[config.mk]
export PLATFORM = sky130hd
export DESIGN_NAME = stor_port_irq
export DESIGN_NICKNAME = d
export VERILOG_FILES = /design/src/rtl/stor_irq_pkg.sv /design/src/rtl/stor_irq_port_regs.sv /design/src/rtl/stor_irq_rdmux.sv /design/src/rtl/stor_port_irq.sv
export SDC_FILE = /design/constraint.sdc
export NUM_CORES = 1
export LEC_CHECK = 0
export ABC_AREA = 1
export ABC_CLOCK_PERIOD_IN_PS = 1200
export BUFFER_PORTS_ARGS = -buffer_cell sky130_fd_sc_hd__buf_2
export CAP_MARGIN = 5
export CELL_PAD_IN_SITES_DETAIL_PLACEMENT = 0
export CELL_PAD_IN_SITES_GLOBAL_PLACEMENT = 2
export CORE_ASPECT_RATIO = 0.7
export CORE_MARGIN = 1.5
export CORE_UTILIZATION = 28
export CTS_CLUSTER_DIAMETER = 150
export DETAILED_ROUTE_END_ITERATION = 10
export MAX_ROUTING_LAYER = met4
export PLACE_DENSITY = 0.82
export SYNTH_ARGS = -nofsm -noshare
export SYNTH_HDL_FRONTEND = slang
export SYNTH_HIERARCHICAL = 1
export SYNTH_SLANG_ARGS = --single-unit
export TNS_END_PERCENT = 100
[constraint.sdc]
create_clock -name clk -period 1.2 [get_ports clk]
set_input_delay 0 -clock clk [delete_from_list [all_inputs] [get_ports clk]]
set_output_delay 0 -clock clk [all_outputs]
set_load 0.05 [all_outputs]
[src/rtl/stor_irq_pkg.sv]
// Package: constants shared by the storage port interrupt logic.
// Assumes 32-bit registers; the address map is derived from the base,
// the per-port stride and the offset of the enable register.
package stor_irq_pkg;
    localparam int unsigned REG_W       = 32;
    localparam int unsigned STS_W       = 5;
    localparam int unsigned STS_BASE    = 32'h110;
    localparam int unsigned EN_OFS      = 32'h4;
    localparam int unsigned PORT_STRIDE = 32'h80;
    localparam logic [REG_W-1:0] EN_RW_MASK = 32'h6000_001F;

    // status bit positions (software decodes these)
    localparam int unsigned BIT_D2H = 0;
    localparam int unsigned BIT_PIO = 1;
    localparam int unsigned BIT_DMA = 2;
    localparam int unsigned BIT_SDB = 3;
    localparam int unsigned BIT_UNK = 4;
    localparam int unsigned W1C_W   = 4;   // bits below BIT_UNK are write-one-to-clear
endpackage

[src/rtl/stor_irq_port_regs.sv]
// Module: status/enable register pair and interrupt line for one port.
// Assumes event strobes are single-cycle and already aligned to clk.
// Set events win over same-cycle clears. The interrupt is registered.
module stor_irq_port_regs
    import stor_irq_pkg::*;
#(
    parameter int unsigned ADDR_W   = 9,
    parameter int unsigned DATA_W   = REG_W,
    parameter int unsigned STS_ADDR = STS_BASE,
    parameter int unsigned EN_ADDR  = STS_BASE + EN_OFS
) (
    input  logic              clk,
    input  logic              rst_n,
    input  logic              gie,
    input  logic              d2h_stored,
    input  logic              pio_done,
    input  logic              dma_stored,
    input  logic              sdb_stored,
    input  logic              frame_iflag,
    input  logic              unk_posted,
    input  logic              diag_f_clr,
    input  logic [ADDR_W-1:0] reg_addr,
    input  logic              reg_wr,
    input  logic [DATA_W-1:0] reg_wdata,
    output logic [STS_W-1:0]  sts_q,
    output logic [DATA_W-1:0] en_q,
    output logic              irq_q
);
    localparam logic [DATA_W-1:0] EN_MASK = DATA_W'(EN_RW_MASK);

    logic             wr_sts, wr_en;
    logic [STS_W-1:0] set_vec, clr_vec, sts_d;

    // Purpose: decode register writes aimed at this port.
    always_comb begin
        wr_sts = reg_wr && (reg_addr == ADDR_W'(STS_ADDR));
        wr_en  = reg_wr && (reg_addr == ADDR_W'(EN_ADDR));
    end

    // Purpose: gather set and clear requests and form the next status value.
    always_comb begin
        set_vec          = '0;
        set_vec[BIT_D2H] = d2h_stored & frame_iflag;
        set_vec[BIT_PIO] = pio_done   & frame_iflag;
        set_vec[BIT_DMA] = dma_stored & frame_iflag;
        set_vec[BIT_SDB] = sdb_stored & frame_iflag;
        set_vec[BIT_UNK] = unk_posted;
        clr_vec          = '0;
        clr_vec[W1C_W-1:0] = wr_sts ? reg_wdata[W1C_W-1:0] : '0;
        clr_vec[BIT_UNK] = diag_f_clr;
        sts_d = (sts_q & ~clr_vec) | set_vec;
    end

    // Purpose: status register.
    always_ff @(posedge clk) begin
        if (!rst_n) sts_q <= '0;
        else        sts_q <= sts_d;
    end

    // Purpose: enable register, only writable bits stored.
    always_ff @(posedge clk) begin
        if (!rst_n)     en_q <= '0;
        else if (wr_en) en_q <= reg_wdata & EN_MASK;
    end

    // Purpose: registered level interrupt for this port.
    always_ff @(posedge clk) begin
        if (!rst_n) irq_q <= 1'b0;
        else        irq_q <= gie && ((sts_q & en_q[STS_W-1:0]) != '0);
    end


    set_wins_chk: assert property (@(posedge clk) disable iff (!rst_n)
        (set_vec != '0) |=> ((sts_q & $past(set_vec)) == $past(set_vec)));


    w1c_hold_chk: assert property (@(posedge clk) disable iff (!rst_n)
        !wr_sts |=> ((sts_q[W1C_W-1:0] & $past(sts_q[W1C_W-1:0])) == $past(sts_q[W1C_W-1:0])));


    unk_sticky_chk: assert property (@(posedge clk) disable iff (!rst_n)
        (sts_q[BIT_UNK] && !diag_f_clr) |=> sts_q[BIT_UNK]);


    no_spurious_set_chk: assert property (@(posedge clk) disable iff (!rst_n)
        (!frame_iflag && !unk_posted) |=> ((sts_q & ~$past(sts_q)) == '0));


    gie_gate_chk: assert property (@(posedge clk) disable iff (!rst_n)
        !gie |=> !irq_q);
endmodule

[src/rtl/stor_irq_rdmux.sv]
// Module: read-data selection for all ports' registers.
// Assumes the port windows do not overlap. Unmapped addresses read 0.
// Data is registered, so it appears one clock after the address.
module stor_irq_rdmux
    import stor_irq_pkg::*;
#(
    parameter int unsigned NUM_PORTS = 2,
    parameter int unsigned ADDR_W    = 9,
    parameter int unsigned DATA_W    = REG_W
) (
    input  logic                          clk,
    input  logic                          rst_n,
    input  logic [ADDR_W-1:0]             reg_addr,
    input  logic [NUM_PORTS*STS_W-1:0]    sts_all,
    input  logic [NUM_PORTS*DATA_W-1:0]   en_all,
    output logic [DATA_W-1:0]             rdata_q
);
    logic [DATA_W-1:0] rd_d;

    // Purpose: pick the addressed register, zero when nothing matches.
    always_comb begin
        rd_d = '0;
        for (int p = 0; p < NUM_PORTS; p++) begin
            if (reg_addr == ADDR_W'(STS_BASE + p * PORT_STRIDE))
                rd_d = DATA_W'(sts_all[p*STS_W +: STS_W]);
            if (reg_addr == ADDR_W'(STS_BASE + p * PORT_STRIDE + EN_OFS))
                rd_d = en_all[p*DATA_W +: DATA_W];
        end
    end

    // Purpose: read data register.
    always_ff @(posedge clk) begin
        if (!rst_n) rdata_q <= '0;
        else        rdata_q <= rd_d;
    end


    rd_reset_chk: assert property (@(posedge clk)
        !rst_n |=> (rdata_q == '0));
endmodule

[src/rtl/stor_port_irq.sv]
// Module: top of the storage port interrupt status logic.
// One register pair and interrupt line per port, plus a shared read mux.
// Assumes the port address windows fit within ADDR_W.
module stor_port_irq
    import stor_irq_pkg::*;
#(
    parameter int unsigned NUM_PORTS = 2,
    parameter int unsigned ADDR_W    = 9,
    parameter int unsigned DATA_W    = REG_W
) (
    input  logic                 clk,
    input  logic                 rst_n,
    input  logic                 gie,
    input  logic [NUM_PORTS-1:0] d2h_stored,
    input  logic [NUM_PORTS-1:0] pio_done,
    input  logic [NUM_PORTS-1:0] dma_stored,
    input  logic [NUM_PORTS-1:0] sdb_stored,
    input  logic [NUM_PORTS-1:0] frame_iflag,
    input  logic [NUM_PORTS-1:0] unk_posted,
    input  logic [NUM_PORTS-1:0] diag_f_clr,
    input  logic [ADDR_W-1:0]    reg_addr,
    input  logic                 reg_wr,
    input  logic [DATA_W-1:0]    reg_wdata,
    output logic [DATA_W-1:0]    reg_rdata,
    output logic [NUM_PORTS-1:0] irq
);
    logic [NUM_PORTS*STS_W-1:0]  sts_all;
    logic [NUM_PORTS*DATA_W-1:0] en_all;

    // Purpose: one register pair per port at its own address window.
    for (genvar p = 0; p < NUM_PORTS; p++) begin : g_port
        stor_irq_port_regs #(
            .ADDR_W   (ADDR_W),
            .DATA_W   (DATA_W),
            .STS_ADDR (STS_BASE + p * PORT_STRIDE),
            .EN_ADDR  (STS_BASE + p * PORT_STRIDE + EN_OFS)
        ) i_regs (
            .clk         (clk),
            .rst_n       (rst_n),
            .gie         (gie),
            .d2h_stored  (d2h_stored[p]),
            .pio_done    (pio_done[p]),
            .dma_stored  (dma_stored[p]),
            .sdb_stored  (sdb_stored[p]),
            .frame_iflag (frame_iflag[p]),
            .unk_posted  (unk_posted[p]),
            .diag_f_clr  (diag_f_clr[p]),
            .reg_addr    (reg_addr),
            .reg_wr      (reg_wr),
            .reg_wdata   (reg_wdata),
            .sts_q       (sts_all[p*STS_W +: STS_W]),
            .en_q        (en_all[p*DATA_W +: DATA_W]),
            .irq_q       (irq[p])
        );
    end

    stor_irq_rdmux #(
        .NUM_PORTS (NUM_PORTS),
        .ADDR_W    (ADDR_W),
        .DATA_W    (DATA_W)
    ) i_rdmux (
        .clk      (clk),
        .rst_n    (rst_n),
        .reg_addr (reg_addr),
        .sts_all  (sts_all),
        .en_all   (en_all),
        .rdata_q  (reg_rdata)
    );
endmodule

=== Yosys cells after proc, flatten, opt, wreduce, memory -nomap -nowiden ===
Cells that the tools add are included.
W data, S select, Z words.

* Multiplexer cells: 6
* Reduce and logical (&&, ||, !) cells: 9
* Equal/unequal tests: 4
* Bitwise operators: 17

{| class="wikitable"
|+ Operators with widths
! operator !! number
|-
| $mux W31 || 3
|-
| $eq A9 B9 Y1 const B || 4
|-
| $and A5 B5 Y5 || 4
|-
| $not A5 Y5 || 2
|-
| $or A5 B5 Y5 || 2
|-
| $reduce_bool A5 Y1 || 2
|-
| $and A1 B1 Y1 || 8
|-
| $mux W4 || 2
|-
| $logic_and A1 B1 Y1 || 6
|-
| $mux W5 || 1
|-
| $reduce_or A4 Y1 || 1
|-
| $not A1 Y1 || 1
|}

* Register bits after elaboration: 58
* Output and inout port bits: 34

=== Depth between registers and ports, before layout ===
* Depth after elaboration: 6
* Gate-level depth with buffers: 9

=== Cells and area by module ===
Netlist, hierarchy kept.

{| class="wikitable"
|+ By module, submodules not included
! module !! area each (µm²) !! cells an instance !! times used
|-
| stor_irq_rdmux || 1355.0 || 185 || 1
|-
| stor_irq_port_regs at g_port[1].i_regs || 803.3 || 115 || 1
|-
| stor_irq_port_regs at g_port[0].i_regs || 794.5 || 115 || 1
|}

=== Least setup slack after synthesis ===
No wires, ideal clock.

* Path type: input to register
* Start point: in reg_addr[1]
* End point: reg i_rdmux.rdata_q[29]
* Data required time: 1.130 ns
* Arrival: 0.878 ns
* Library setup time: 0.070 ns
* Stages: 8
* Slack: 0.251 ns
* Path through: nor2_1 nand2_1 nor2_4 and2_1 buf_4 buf_6 nand2_1 a21oi_1

* Longest elaborated chain between the ends: 4
* Elaborated cells on any way between the ends: 6

{| class="wikitable"
|+ Ends and longest elaborated chain
! element !! line !! text
|-
| start, declared || stor_port_irq.sv:21 || <nowiki>input logic [ADDR_W-1:0] reg_addr,</nowiki>
|-
| $eq A9 B9 Y1 || stor_irq_rdmux.sv:26 || <nowiki>if (reg_addr == ADDR_W'(STS_BASE + p * PORT_STRIDE + EN_OFS))</nowiki>
|-
| $mux W31 || stor_irq_rdmux.sv:26 ||
|-
| $mux W31 || stor_irq_rdmux.sv:24 || <nowiki>if (reg_addr == ADDR_W'(STS_BASE + p * PORT_STRIDE))</nowiki>
|-
| $mux W31 (*) || stor_irq_rdmux.sv:26 ||
|-
| end signal, assigned || stor_irq_rdmux.sv:34 || <nowiki>else rdata_q <= rd_d;</nowiki>
|-
| end, declared || stor_irq_rdmux.sv:16 || <nowiki>output logic [DATA_W-1:0] rdata_q</nowiki>
|}

Mark *: on every way between the ends. The rest lies on a longest branch, timed or not.
A chain may end at the register's enable or synchronous reset.

=== Worst setup path after layout ===
* Start point: reg g_port[1].i_regs.sts_q[4]
* End point: reg g_port[1].i_regs.sts_q[4]

* Longest elaborated chain between the ends: 2

{| class="wikitable"
|+ Ends and longest elaborated chain
! element !! line !! text
|-
| start, declared || stor_irq_port_regs.sv:25 || <nowiki>output logic [STS_W-1:0] sts_q,</nowiki>
|-
| start signal, assigned || stor_irq_port_regs.sv:57 || <nowiki>else sts_q <= sts_d;</nowiki>
|-
| $and A5 B5 Y5 || stor_irq_port_regs.sv:51 || <nowiki>sts_d = (sts_q & ~clr_vec) | set_vec;</nowiki>
|-
| $or A5 B5 Y5 || stor_irq_port_regs.sv:51 ||
|}

Every way passes these cells.

==> flow_summary.rst <==
.. list-table::
   :header-rows: 1

   * - Metric
     - Value
   * - Net count of the finished layout
     - 575
   * - Yosys warnings
     - 6
   * - Initial antenna violation count
     - 0
   * - Max VDD drop
     - 0.0006142 V
   * - Worst Hold Class
     - in2reg
   * - Cell Rows
     - 31
   * - Top-level I/O count
     - 93
   * - H-tree depth reported by CTS
     - 3
   * - Iteration-0 DRC count of the detailed router
     - around 190
   * - Logic gate share of total power
     - 7.0%
   * - Depth of the worst hold-timing path
     - 3
   * - CP Launch Type
     - register
   * - Die Y-Extent
     - just under 90 um
   * - Cell count after synthesis
     - 415
   * - Power per unit of standard cell area
     - around 1200 nW/um2
   * - Slew Limit Fails
     - 0
   * - Data required time at the worst endpoint
     - around 1.4 ns
   * - Final RePlAce weighted congestion
     - about 0.8
   * - Count of cells along the worst register-to-register path
     - 3
   * - Via total after detailed routing
     - approximately 2,700
   * - DR WL met2
     - 3.014 mm
   * - Worst Path Class, Setup
     - reg2reg
   * - Clock power share
     - just over 50%
   * - Worst-Skew Late Latency
     - 0.33 ns
   * - Total half-perimeter wirelength after legalization and detailed placement
     - 5.201 mm
   * - Routed length per placed instance
     - 11.22 um
   * - Number of fill cells
     - 1,124
   * - Placeable core area
     - roughly 10,000 um2
   * - Num CTS Buffers
     - 9
   * - Count of state elements after synthesis
     - 58
   * - Clk_skew
     - around 0.0045 ns
   * - CP endpoint kind
     - register
   * - Maximum clock frequency
     - ~860 MHz
   * - Largest fanout on the critical path
     - 3
   * - Pre-CTS setup slack
     - about 0.011 ns
   * - CTS tree
     - built
   * - Final antenna-violating net count
     - 0
   * - Buffers on Ports
     - 67
   * - WP data arrival
     - 1.38 ns
   * - Starting density of the core
     - 28.62%
   * - Synth cell types
     - 22
   * - Post-synthesis to final-layout area growth
     - 28.26%
   * - Max-Cap Viols
     - 0
   * - Clock tree buffer depth
     - 2
   * - Vias in the first global route
     - 2,501
   * - Worst r2r src
     - g_port[1].i_regs/sts_q[4]
   * - Total clock sinks
     - 58
   * - Final global-route overflow total
     - 0
   * - Post-Route WL
     - 7.315 mm
   * - LEAKAGE
     - between 0.0015 and 0.002 uW
   * - Power, Total
     - 4656 uW
   * - Final Hold Fails
     - 0
   * - Highest layer used for signal routing
     - met4
   * - Result of the run
     - finished clean
   * - Vias/cell
     - 4.077
   * - Area of combinational cells with multiple inputs
     - 1365 um2
   * - Portion of the clock cycle consumed by the worst path in the final layout
     - 97.10%
   * - Post-route met1 wirelength
     - approximately 3.8 mm
   * - Area enclosed by the die boundary
     - 11,180 um2
   * - Fin crit period
     - 1.165 ns
   * - Detailed route wirelength on metal3
     - 403 um
   * - Aggregate negative setup slack
     - 0 ns
   * - Clock transition at the registers of the reported paths
     - approximately 0.05 ns
   * - Non-filler instance count after layout
     - about 650
   * - Chip Width
     - ~130 um
   * - Internal cell power
     - approximately 3600 uW
   * - Clk Tree Root Cell
     - clkbuf_16
   * - Reg-to-Reg End
     - g_port[1].i_regs/sts_q[4]
   * - DP Cell Count
     - 610
   * - Worst Slack Setup Final
     - 0.03476 ns
   * - Final setup violating endpoints
     - 0
   * - Hold endpoint
     - g_port[0].i_regs/en_q[2]
   * - Switching part of the total
     - between 20% and 30%
   * - Mapped cell area
     - 2953 um2
   * - Overall fraction of global-route tracks in use
     - around 15%
   * - Part of the power in registers
     - a little over two fifths
   * - Internal reg-to-reg setup slack
     - 0.03 ns
   * - First drt pass iteration count
     - 6
   * - Remaining routing DRC violations
     - 0
   * - Mean instance size in the synthesized netlist
     - 7.115 um2
   * - Area of all sequential standard cells
     - around 1200 um2
   * - Net load switching power
     - 1073 uW
   * - Antenna diode instance count
     - 0
   * - Wire length of the first global-routing pass
     - 12.03 mm
   * - Worst hold start
     - reg_wdata[2]
   * - Proportion of layout cells with a drive suffix above 1
     - 20.58%
   * - Register area share after synthesis
     - between 30% and 40%
   * - Pin count of the biggest net entering global routing
     - 24
   * - Final cell utilization of the core
     - 36.71%
-- how the worst max path moves through the flow --
stage,start,to,slack [ns],cells past startpoint
2_1_floorplan,reg_addr[1],i_rdmux/rdata_q[29],0.25,8
5_1_grt,g_port[1].i_regs/sts_q[4],g_port[1].i_regs/sts_q[4],-0.002,3
4_1_cts,g_port[0].i_regs/sts_q[4],g_port[0].i_regs/sts_q[4],0.04,3
3_3_place_gp,reg_addr[1],i_rdmux/rdata_q[3],0.06,7
6_report,g_port[1].i_regs/sts_q[4],g_port[1].i_regs/sts_q[4],0.03,3
3_5_place_dp,reg_addr[1],i_rdmux/rdata_q[3],0.01,7
-- layout make-up --
type / count / share of cell area [%]
inverter: 30 / 2.973
sequential: 58 / 30.69
multi-input combinational: 309 / 36.04
timing repair buffer: 108 / 18.76
clock buffer: 12 / 6.772
tap: 132 / 4.361
clock inverter: 3 / 0.3964
-- state kept, by name (all words and copies together) (netlist names) --
name and flops:
g_port.i_regs/sts_q 10, g_port.i_regs/en_q 14, g_port.i_regs/irq_q 2, i_rdmux/rdata_q 32
-- layer usage --
| layer | up-vias | global-route usage, % |
|---|---|---|
| li1 | 1416 | - |
| met5 | - | - |
| met2 | 68 | 20.58 |
| met3 | 8 | 5.206 |
| met1 | 1166 | 19.11 |
| met4 | 0 | 4.911 |
-- Yosys cell counts --
cell type,count,share of area (%)
buf_1,1,0.13
clkinv_1,1,0.13
buf_8,1,0.51
nand3_1,52,8.8
nand2_2,3,0.64
buf_2,7,1.2
buf_4,51,13
buf_6,5,1.9
nor2_1,52,6.6
nor2_4,3,1.1
o21ai_0,7,1.2
nand4_1,3,0.64
conb_1,2,0.25
a22o_1,2,0.59
dfxtp_1,58,39
inv_1,29,3.7
nand2_1,95,12
nor2_2,2,0.42
and2_1,1,0.21
a21oi_1,37,6.3
clkbuf_1,1,0.13
nand3_4,2,1.2
-- worst max-delay path: stages (launching register included) --
cell           delay (ns)
dfxtp_2              0.33
a21oi_1              0.13
dlygate4sd3_1        0.56
nor2_1               0.04
-- power by group through the flow --
stage	registers, uW	logic, uW	clock network (uW)
final	1970	327	2350
after global routing	1980	373	2520
after CTS	1970	323	2440
after detailed placement	2010	255	0
after global placement	2010	253	0
after floorplan	2010	248	0
-- cells by family (layout without fill, tap and decap cells) --
kind of cell,after synthesis,after routing,share of synthesized area (%)
AO/OA/AOI/OAI,46,46,8.051
AND/OR/NAND/NOR,213,213,31.74
buffers and inverters,96,153,20.63
flip-flops,58,58,39.32
other,2,50,0.2543
-- per-stage QoR --
| step | cell area (um2) | hold slack, ns |
|---|---|---|
| after floorplan | 3133 | 0.1174 |
| after global placement | 3244 | 0.2091 |
| final | 3787 | 0.02780 |
| after global routing | 3787 | 0.03512 |
| after detailed placement | 3244 | 0.2142 |
| after CTS | 3786 | 0.007237 |
-- placed cells by master, fill, tap and decap left out, drive strengths merged --
master,instances
nor2,57
inv,29
a21oi,37
nand2,98
dfxtp,58
clkbuf,12
buf,81
nand3,54
dlygate4sd3,27
conb,50
o21ai,7
a22o,2
nand4,3
and2,1
clkinv,4
-- what timing repair did --
action	in CTS	in global routing
hold endpoints to repair	23	0
setup endpoints to repair	0	2
hold buffers	27	0
gates resized for setup	0	1
buffers inserted	0	0
(Power assumes the default switching activity.)
